<file path="src/rtl/xlat_pkg.sv">
package xlat_pkg;

  typedef enum logic [1:0] {
    ST_IDLE,
    ST_CHECK,
    ST_RDHI,
    ST_RDLO
  } xlat_state_e;

  // strobes from control to datapath
  typedef struct packed {
    logic latchReq;
    logic issueHi;
    logic issueLo;
    logic capHi;
    logic finishSeg;
    logic finishPte;
  } xlat_ctrl_t;

  localparam logic [1:0] ERR_OK     = 2'b00;
  localparam logic [1:0] ERR_BADSEG = 2'b01;
  localparam logic [1:0] ERR_OVER   = 2'b10;
  localparam logic [1:0] ERR_ACCESS = 2'b11;

  // positions inside the low byte of a page entry
  localparam int PTE_VALID_BIT = 0;
  localparam int PTE_WRITE_BIT = 1;

endpackage

</file>
<file path="src/rtl/xlat_control.sv">
module xlat_control
  import xlat_pkg::*;
(
  input  logic       clk,
  input  logic       rstN,
  input  logic       reqValid,
  input  logic       segFault,
  output logic       reqReady,
  output xlat_ctrl_t ctrl
);

  xlat_state_e state, stateNext;

  always_ff @(posedge clk or negedge rstN) begin
    if (!rstN) state <= ST_IDLE;
    else       state <= stateNext;
  end

  always_comb begin
    stateNext = state;
    ctrl      = '0;
    case (state)
      ST_IDLE: begin
        if (reqValid) begin
          ctrl.latchReq = 1'b1;
          stateNext     = ST_CHECK;
        end
      end
      ST_CHECK: begin
        if (segFault) begin
          ctrl.finishSeg = 1'b1;
          stateNext      = ST_IDLE;
        end else begin
          ctrl.issueHi = 1'b1;
          stateNext    = ST_RDHI;
        end
      end
      ST_RDHI: begin
        ctrl.capHi   = 1'b1;
        ctrl.issueLo = 1'b1;
        stateNext    = ST_RDLO;
      end
      ST_RDLO: begin
        ctrl.finishPte = 1'b1;
        stateNext      = ST_IDLE;
      end
      default: stateNext = ST_IDLE;
    endcase
  end

  assign reqReady = (state == ST_IDLE);

  // an accepted request makes the unit busy on the next cycle
  assert_busy_after_accept_R9: assert property (@(posedge clk) disable iff (!rstN)
    (reqReady && reqValid) |=> !reqReady);

  // a table walk finishes exactly two cycles after its first read
  assert_walk_length_R8: assert property (@(posedge clk) disable iff (!rstN)
    (state == ST_RDHI) |=> (state == ST_RDLO));

endmodule

</file>
<file path="src/rtl/xlat_datapath.sv">
module xlat_datapath
  import xlat_pkg::*;
#(
  parameter int SEG_W  = 2,
  parameter int PAGE_W = 6,
  parameter int OFF_W  = 12,
  parameter int PPN_W  = 8,
  localparam int VA_W  = SEG_W + PAGE_W + OFF_W,
  localparam int PA_W  = PPN_W + OFF_W,
  localparam int LIM_W = PAGE_W + 1,
  localparam int NSEG  = 1 << SEG_W
) (
  input  logic             clk,
  input  logic             rstN,
  input  xlat_ctrl_t       ctrl,
  input  logic             segWrEn,
  input  logic [SEG_W-1:0] segWrIdx,
  input  logic [PA_W-1:0]  segWrBase,
  input  logic [LIM_W-1:0] segWrLimit,
  input  logic             segWrValid,
  input  logic             reqStore,
  input  logic [VA_W-1:0]  reqVaddr,
  input  logic [PPN_W-1:0] memRdData,
  output logic             segFault,
  output logic             memRdEn,
  output logic [PA_W-1:0]  memRdAddr,
  output logic             done,
  output logic [1:0]       errCode,
  output logic [PA_W-1:0]  paddr
);

  logic [PA_W-1:0]  segBase  [NSEG];
  logic [LIM_W-1:0] segLimit [NSEG];
  logic [NSEG-1:0]  segValid;

  always_ff @(posedge clk or negedge rstN) begin
    if (!rstN) begin
      for (int i = 0; i < NSEG; i++) begin
        segBase[i]  <= '0;
        segLimit[i] <= '0;
      end
      segValid <= '0;
    end else if (segWrEn) begin
      segBase[segWrIdx]  <= segWrBase;
      segLimit[segWrIdx] <= segWrLimit;
      segValid[segWrIdx] <= segWrValid;
    end
  end

  logic [VA_W-1:0] vaQ;
  logic            storeQ;

  always_ff @(posedge clk or negedge rstN) begin
    if (!rstN) begin
      vaQ    <= '0;
      storeQ <= 1'b0;
    end else if (ctrl.latchReq) begin
      vaQ    <= reqVaddr;
      storeQ <= reqStore;
    end
  end

  logic [SEG_W-1:0]  segIdx;
  logic [PAGE_W-1:0] pageNum;
  logic [OFF_W-1:0]  offset;
  logic              segBad, segOver;
  logic [PA_W-1:0]   pteAddr;

  assign segIdx  = vaQ[VA_W-1 -: SEG_W];
  assign pageNum = vaQ[OFF_W +: PAGE_W];
  assign offset  = vaQ[OFF_W-1:0];
  assign segBad  = !segValid[segIdx];
  assign segOver = {1'b0, pageNum} >= segLimit[segIdx];
  assign segFault = segBad || segOver;
  assign pteAddr = segBase[segIdx] + PA_W'({pageNum, 1'b0});

  assign memRdEn   = ctrl.issueHi || ctrl.issueLo;
  assign memRdAddr = pteAddr + PA_W'(ctrl.issueLo);

  logic [PPN_W-1:0] ppnQ;
  logic             pteDenied;

  assign pteDenied = !memRdData[PTE_VALID_BIT] ||
                     (storeQ && !memRdData[PTE_WRITE_BIT]);

  always_ff @(posedge clk or negedge rstN) begin
    if (!rstN) begin
      ppnQ    <= '0;
      done    <= 1'b0;
      errCode <= ERR_OK;
      paddr   <= '0;
    end else begin
      done <= ctrl.finishSeg || ctrl.finishPte;
      if (ctrl.capHi) ppnQ <= memRdData;
      if (ctrl.finishSeg) begin
        errCode <= segBad ? ERR_BADSEG : ERR_OVER;
        paddr   <= '0;
      end else if (ctrl.finishPte) begin
        errCode <= pteDenied ? ERR_ACCESS : ERR_OK;
        paddr   <= pteDenied ? '0 : {ppnQ, offset};
      end
    end
  end

  // the result strobe lasts one cycle
  assert_done_pulse_R8: assert property (@(posedge clk) disable iff (!rstN)
    done |=> !done);

  // segment faults finish without touching memory
  assert_fault_no_read_R3: assert property (@(posedge clk) disable iff (!rstN)
    (done && (errCode == ERR_BADSEG || errCode == ERR_OVER)) |-> !$past(memRdEn));

  // the low byte is read at the next address on the next cycle
  assert_read_pair_R5: assert property (@(posedge clk) disable iff (!rstN)
    (memRdEn && !$past(memRdEn)) |=> (memRdEn && memRdAddr == $past(memRdAddr) + PA_W'(1)));

  // a successful result keeps the request's offset
  assert_offset_kept_R1: assert property (@(posedge clk) disable iff (!rstN)
    (done && errCode == ERR_OK) |-> (paddr[OFF_W-1:0] == offset));

endmodule

</file>
<file path="src/rtl/seg_page_xlat.sv">
module seg_page_xlat
  import xlat_pkg::*;
#(
  parameter int SEG_W  = 2,
  parameter int PAGE_W = 6,
  parameter int OFF_W  = 12,
  parameter int PPN_W  = 8,
  localparam int VA_W  = SEG_W + PAGE_W + OFF_W,
  localparam int PA_W  = PPN_W + OFF_W,
  localparam int LIM_W = PAGE_W + 1
) (
  input  logic             clk,
  input  logic             rstN,
  input  logic             segWrEn,
  input  logic [SEG_W-1:0] segWrIdx,
  input  logic [PA_W-1:0]  segWrBase,
  input  logic [LIM_W-1:0] segWrLimit,
  input  logic             segWrValid,
  input  logic             reqValid,
  input  logic             reqStore,
  input  logic [VA_W-1:0]  reqVaddr,
  output logic             reqReady,
  output logic             memRdEn,
  output logic [PA_W-1:0]  memRdAddr,
  input  logic [PPN_W-1:0] memRdData,
  output logic             done,
  output logic [1:0]       errCode,
  output logic [PA_W-1:0]  paddr
);

  xlat_ctrl_t ctrl;
  logic       segFault;

  xlat_control i_control (
    .clk      (clk),
    .rstN     (rstN),
    .reqValid (reqValid),
    .segFault (segFault),
    .reqReady (reqReady),
    .ctrl     (ctrl)
  );

  xlat_datapath #(
    .SEG_W  (SEG_W),
    .PAGE_W (PAGE_W),
    .OFF_W  (OFF_W),
    .PPN_W  (PPN_W)
  ) i_datapath (
    .clk        (clk),
    .rstN       (rstN),
    .ctrl       (ctrl),
    .segWrEn    (segWrEn),
    .segWrIdx   (segWrIdx),
    .segWrBase  (segWrBase),
    .segWrLimit (segWrLimit),
    .segWrValid (segWrValid),
    .reqStore   (reqStore),
    .reqVaddr   (reqVaddr),
    .memRdData  (memRdData),
    .segFault   (segFault),
    .memRdEn    (memRdEn),
    .memRdAddr  (memRdAddr),
    .done       (done),
    .errCode    (errCode),
    .paddr      (paddr)
  );

endmodule

</file>
<file path="config.mk">
export PLATFORM = sky130hd
export DESIGN_NAME = seg_page_xlat
export DESIGN_NICKNAME = d
export VERILOG_FILES = /design/src/rtl/xlat_pkg.sv /design/src/rtl/xlat_control.sv /design/src/rtl/xlat_datapath.sv /design/src/rtl/seg_page_xlat.sv
export SDC_FILE = /design/constraint.sdc
export NUM_CORES = 1
export LEC_CHECK = 0
export ABC_AREA = 1
export BUFFER_PORTS_ARGS = -buffer_cell sky130_fd_sc_hd__buf_2
export CORE_UTILIZATION = 40
export CTS_CLUSTER_DIAMETER = 80
export CTS_CLUSTER_SIZE = 16
export DETAILED_ROUTE_END_ITERATION = 8
export PLACE_DENSITY = 0.67
export REMOVE_ABC_BUFFERS = 1
export SLEW_MARGIN = 30
export SYNTH_ARGS = -nofsm -noshare
export SYNTH_HDL_FRONTEND = slang
export SYNTH_SLANG_ARGS = --single-unit
</file>
<file path="constraint.sdc">
create_clock -name clk -period 5.1 [get_ports clk]
set_input_delay 1.02 -clock clk [delete_from_list [all_inputs] [get_ports clk]]
set_output_delay 1.02 -clock clk [all_outputs]
set_load 0.05 [all_outputs]
</file>
==> summary.txt <==
Fin. Hold Viols: 0
NetSw: 0.00324 W
postcts setup bufs: 0
layout cell share with drive strength beyond 1: 20.3%
clock share of power: 19.6%
final core utilization: 47.4%
Critical Path End: memRdAddr[10]
IR drop worst, VDD: 778 uV
Die W: 143 um
cts hold-fix bufs: 0
Sw Ratio: 49.5%
Die Height: 143 um
ANT cells: 0
Yosys reg bits: 166
CTS Sinks: 166
Pint: 0.00331 W
Tot GR Track Use: 19.3%
status: finished clean
reg2reg start: i_datapath.vaQ[18]
CTS buffer count: 17
Logic pwr share: 51.9%
WS Path Type: flip-flop to primary output
CP bufs+invs: 2
met3 wire len: 923 um
initial antenna violation count: 0
violation count after the first detailed-routing iteration: 401
Req. time, crit path: 4080 ps
post-CTS resize count: 0
CP cell instances: inv_2 -> o21ai_0 -> o22ai_1 -> ha_1 -> fa_1 -> nand3_1 -> nand2_1 -> nand2_1 -> nand2_1 -> nand2_1 -> o21ai_4 -> nand2_1 -> xor2_1 -> buf_2
Crit. path cell count: 14
top sig layer: met4
Initial Util: 40.9%
IO buf count: 107
worst-path maximum fanout: 41
max_cap viols: 0
WL per Instance: 14.5 um
Crit-path slowest cell: dfrtp_2
IO Count: 108
Clock Skew: 12.4 ps
Avg Inst Size Synth: 8.64 um^2
Final Max Tran Viols: 0
clock latency at the later pin of the worst-skew pair: 430 ps
clk buf depth: 2
first-pass GRT wire length: 30.4 mm
post-synthesis cell area: 7950 um^2
f_max: 222 MHz
R2R Setup Slk: 2200 ps
Leakage: 4.70 nW
register area share after synthesis: 52.2%
CTS root buffer: clkbuf_16
area of the core: 19500 um^2
DR vias: 6309
Reg clk slew, reported paths: 70 ps
GP Congestion: 0.750
Worst Setup SP: i_datapath.vaQ[18]
DIE AREA: 20400 um^2
final setup violation count: 0
pwr/cell area: 709 nW/um^2
pin count of the biggest net entering global routing: 75
CTS tree: built
Sequential Power Share: 28.6%
DRC errors left: 0
minimum clock period: 4500 ps
grt ovf: 0
synthesis-to-finish area growth: 16.1%
Worst EP arrival: 3480 ps
type of origin of the critical path: flip-flop
setup TNS: 0 ps
crit end category: primary output
met1 WL: 9.11 mm
Post-Synthesis Cells: 920
r2r worst-path depth: 14
Worst path max stage delay: 610 ps
unrepaired setup endpoints after global routing: no
Std-Cell Rows: 51
Routed WL: 18.6 mm
Unique masters post-synth: 36
DR pass1 iterations: 5
crit share post-route: 88.2%
Least-Margin Pin Slew: 680 ps
DP HPWL: 12.0 mm
DR WL met2: 8.35 mm
# nets final: 1079
number of global-route vias before repair: 5914
Antenna Violating Nets Remaining: 0
Rel. slew slack: 54.6%
vias per inst: 4.93
Yosys warning count: 0
RR Endpoint: i_datapath.errCode[1]
largest delay contributor family on the critical path: buffers and inverters
CP dominant cell by count: nand2_1
H-Tree Level Count: 4
Worst Hold Class: flip-flop to flip-flop
## registers in the layout, summed over array words and instances, names as in the netlist, named ones only
name / count
i_datapath.vaQ: 20
i_datapath.segBase: 80
i_datapath.errCode: 2
i_control.state: 1
i_datapath.done: 1
i_datapath.segValid: 4
i_datapath.paddr: 20
i_datapath.segLimit: 28
i_datapath.ppnQ: 8
i_datapath.storeQ: 1
## power by group through the flow
stage                     clock network (W)  registers (W)  logic [W]
after floorplan                           0        0.00210    0.00232
after global placement                    0        0.00188    0.00336
after detailed placement                  0        0.00189    0.00340
after CTS                           0.00130        0.00187    0.00342
after global routing                0.00136        0.00191    0.00369
final                               0.00128        0.00187    0.00340
## tightest hold or removal path: cells and delay by family (launching register included)
| kind | cells | cell delay [ps] |
|---|---|---|
| simple gates | 2 | 100 |
| flops | 1 | 330 |
## worst min path at each step
| stage | startpoint | to | slack, ps | depth (start not counted) |
|---|---|---|---|---|
| floorplan | i_datapath.ppnQ[0] | i_datapath.ppnQ[0] | 440 | 2 |
| global placement | i_datapath.vaQ[7] | i_datapath.paddr[7] | 450 | 2 |
| detailed placement | i_datapath.ppnQ[3] | i_datapath.paddr[15] | 460 | 2 |
| CTS | i_datapath.vaQ[6] | i_datapath.paddr[6] | 470 | 2 |
| global route | i_datapath.vaQ[3] | i_datapath.paddr[3] | 490 | 2 |
| finish | i_datapath.vaQ[6] | i_datapath.paddr[6] | 460 | 2 |
## area by class of cell
type | count | area, um^2
clock inverter | 11 | 126
timing repair buffer | 115 | 602
tap | 265 | 332
sequential | 166 | 4160
inverter | 64 | 240
fill | 1890 | 10200
clock buffer | 21 | 460
multi-input combinational | 638 | 3320
## layout by cell type, fill, tap and decap left out, types with 3 or more instances in the layout
cell       netlist  layout
clkinv_2         0       3
nand2_2         16      17
nand3_2         16      17
ha_1            13      13
dfrtp_1        166     165
nand2_4          2       4
clkinv_4         0       5
mux2_2           4       4
nand3_1         43      41
nand2_1        296     293
xor2_1           7       7
inv_1           60      60
clkbuf_16        0      17
mux2_1          14      14
inv_2            4       4
nor2_4           5       5
buf_4            6       8
xnor2_1          5       5
nor2_1          39      39
buf_2            8     106
a21oi_1         14      14
nor2_2           4       4
o21ai_0        134     134
a32o_1           5       5
o22ai_1          8       8
## cell usage after synthesis
library cell | n | area share [%]
nand2_1 | 296 | 14
dfrtp_1 | 166 | 52
o21ai_0 | 134 | 8.4
inv_1 | 60 | 2.8
nand3_1 | 43 | 2.7
nor2_1 | 39 | 1.8
clkbuf_1 | 30 | 1.4
nand2_2 | 16 | 1.3
nand3_2 | 16 | 2.0
a21oi_1 | 14 | 0.88
mux2_1 | 14 | 2.0
ha_1 | 13 | 2.0
buf_2 | 8 | 0.50
o22ai_1 | 8 | 0.63
xor2_1 | 7 | 0.77
buf_4 | 6 | 0.57
a32o_1 | 5 | 0.63
buf_6 | 5 | 0.71
nor2_4 | 5 | 0.71
xnor2_1 | 5 | 0.55
inv_2 | 4 | 0.19
mux2_2 | 4 | 0.57
nor2_2 | 4 | 0.31
buf_1 | 2 | 0.094
nand2_4 | 2 | 0.28
nand4_1 | 2 | 0.16
o211ai_1 | 2 | 0.19
o21ai_1 | 2 | 0.13
a32oi_1 | 1 | 0.11
buf_8 | 1 | 0.19
fa_1 | 1 | 0.25
nand3b_1 | 1 | 0.094
nor2_8 | 1 | 0.25
o21ai_4 | 1 | 0.20
or2_2 | 1 | 0.079
xnor2_2 | 1 | 0.20
## routing by layer
metal / vias up / global-route usage, %
met5: - / 0
met4: 0 / 4.41
met3: 11 / 4.33
met2: 158 / 30.5
met1: 3011 / 26.9
li1: 3129 / -
## cells by family (layout without fill, tap and decap cells)
group                      after synthesis  in the layout  share of synthesized area [%]
muxes                                   18             18                           2.55
AOI/OAI and AO/OA                      167            167                           11.2
DFF                                    166            166                           52.2
adders and majority gates               14             14                           2.30
xor gates and xnor gates                13             13                           1.53
buffers and inverters                  116            211                           6.50
and+or+nand+nor                        426            426                           23.7
## metrics by stage
step	hold slack, ps	cell area (um^2)	std cells	power (W)	setup slack (ps)
2_1_floorplan	442	7670	868	0.00443	53.1
4_1_cts	468	9220	1280	0.00659	599
6_report	460	9230	1280	0.00655	601
3_5_place_dp	456	8630	1248	0.00529	1050
3_3_place_gp	449	8620	1248	0.00524	1120
5_1_grt	489	9230	1280	0.00696	346
(Power assumes the default switching activity.)
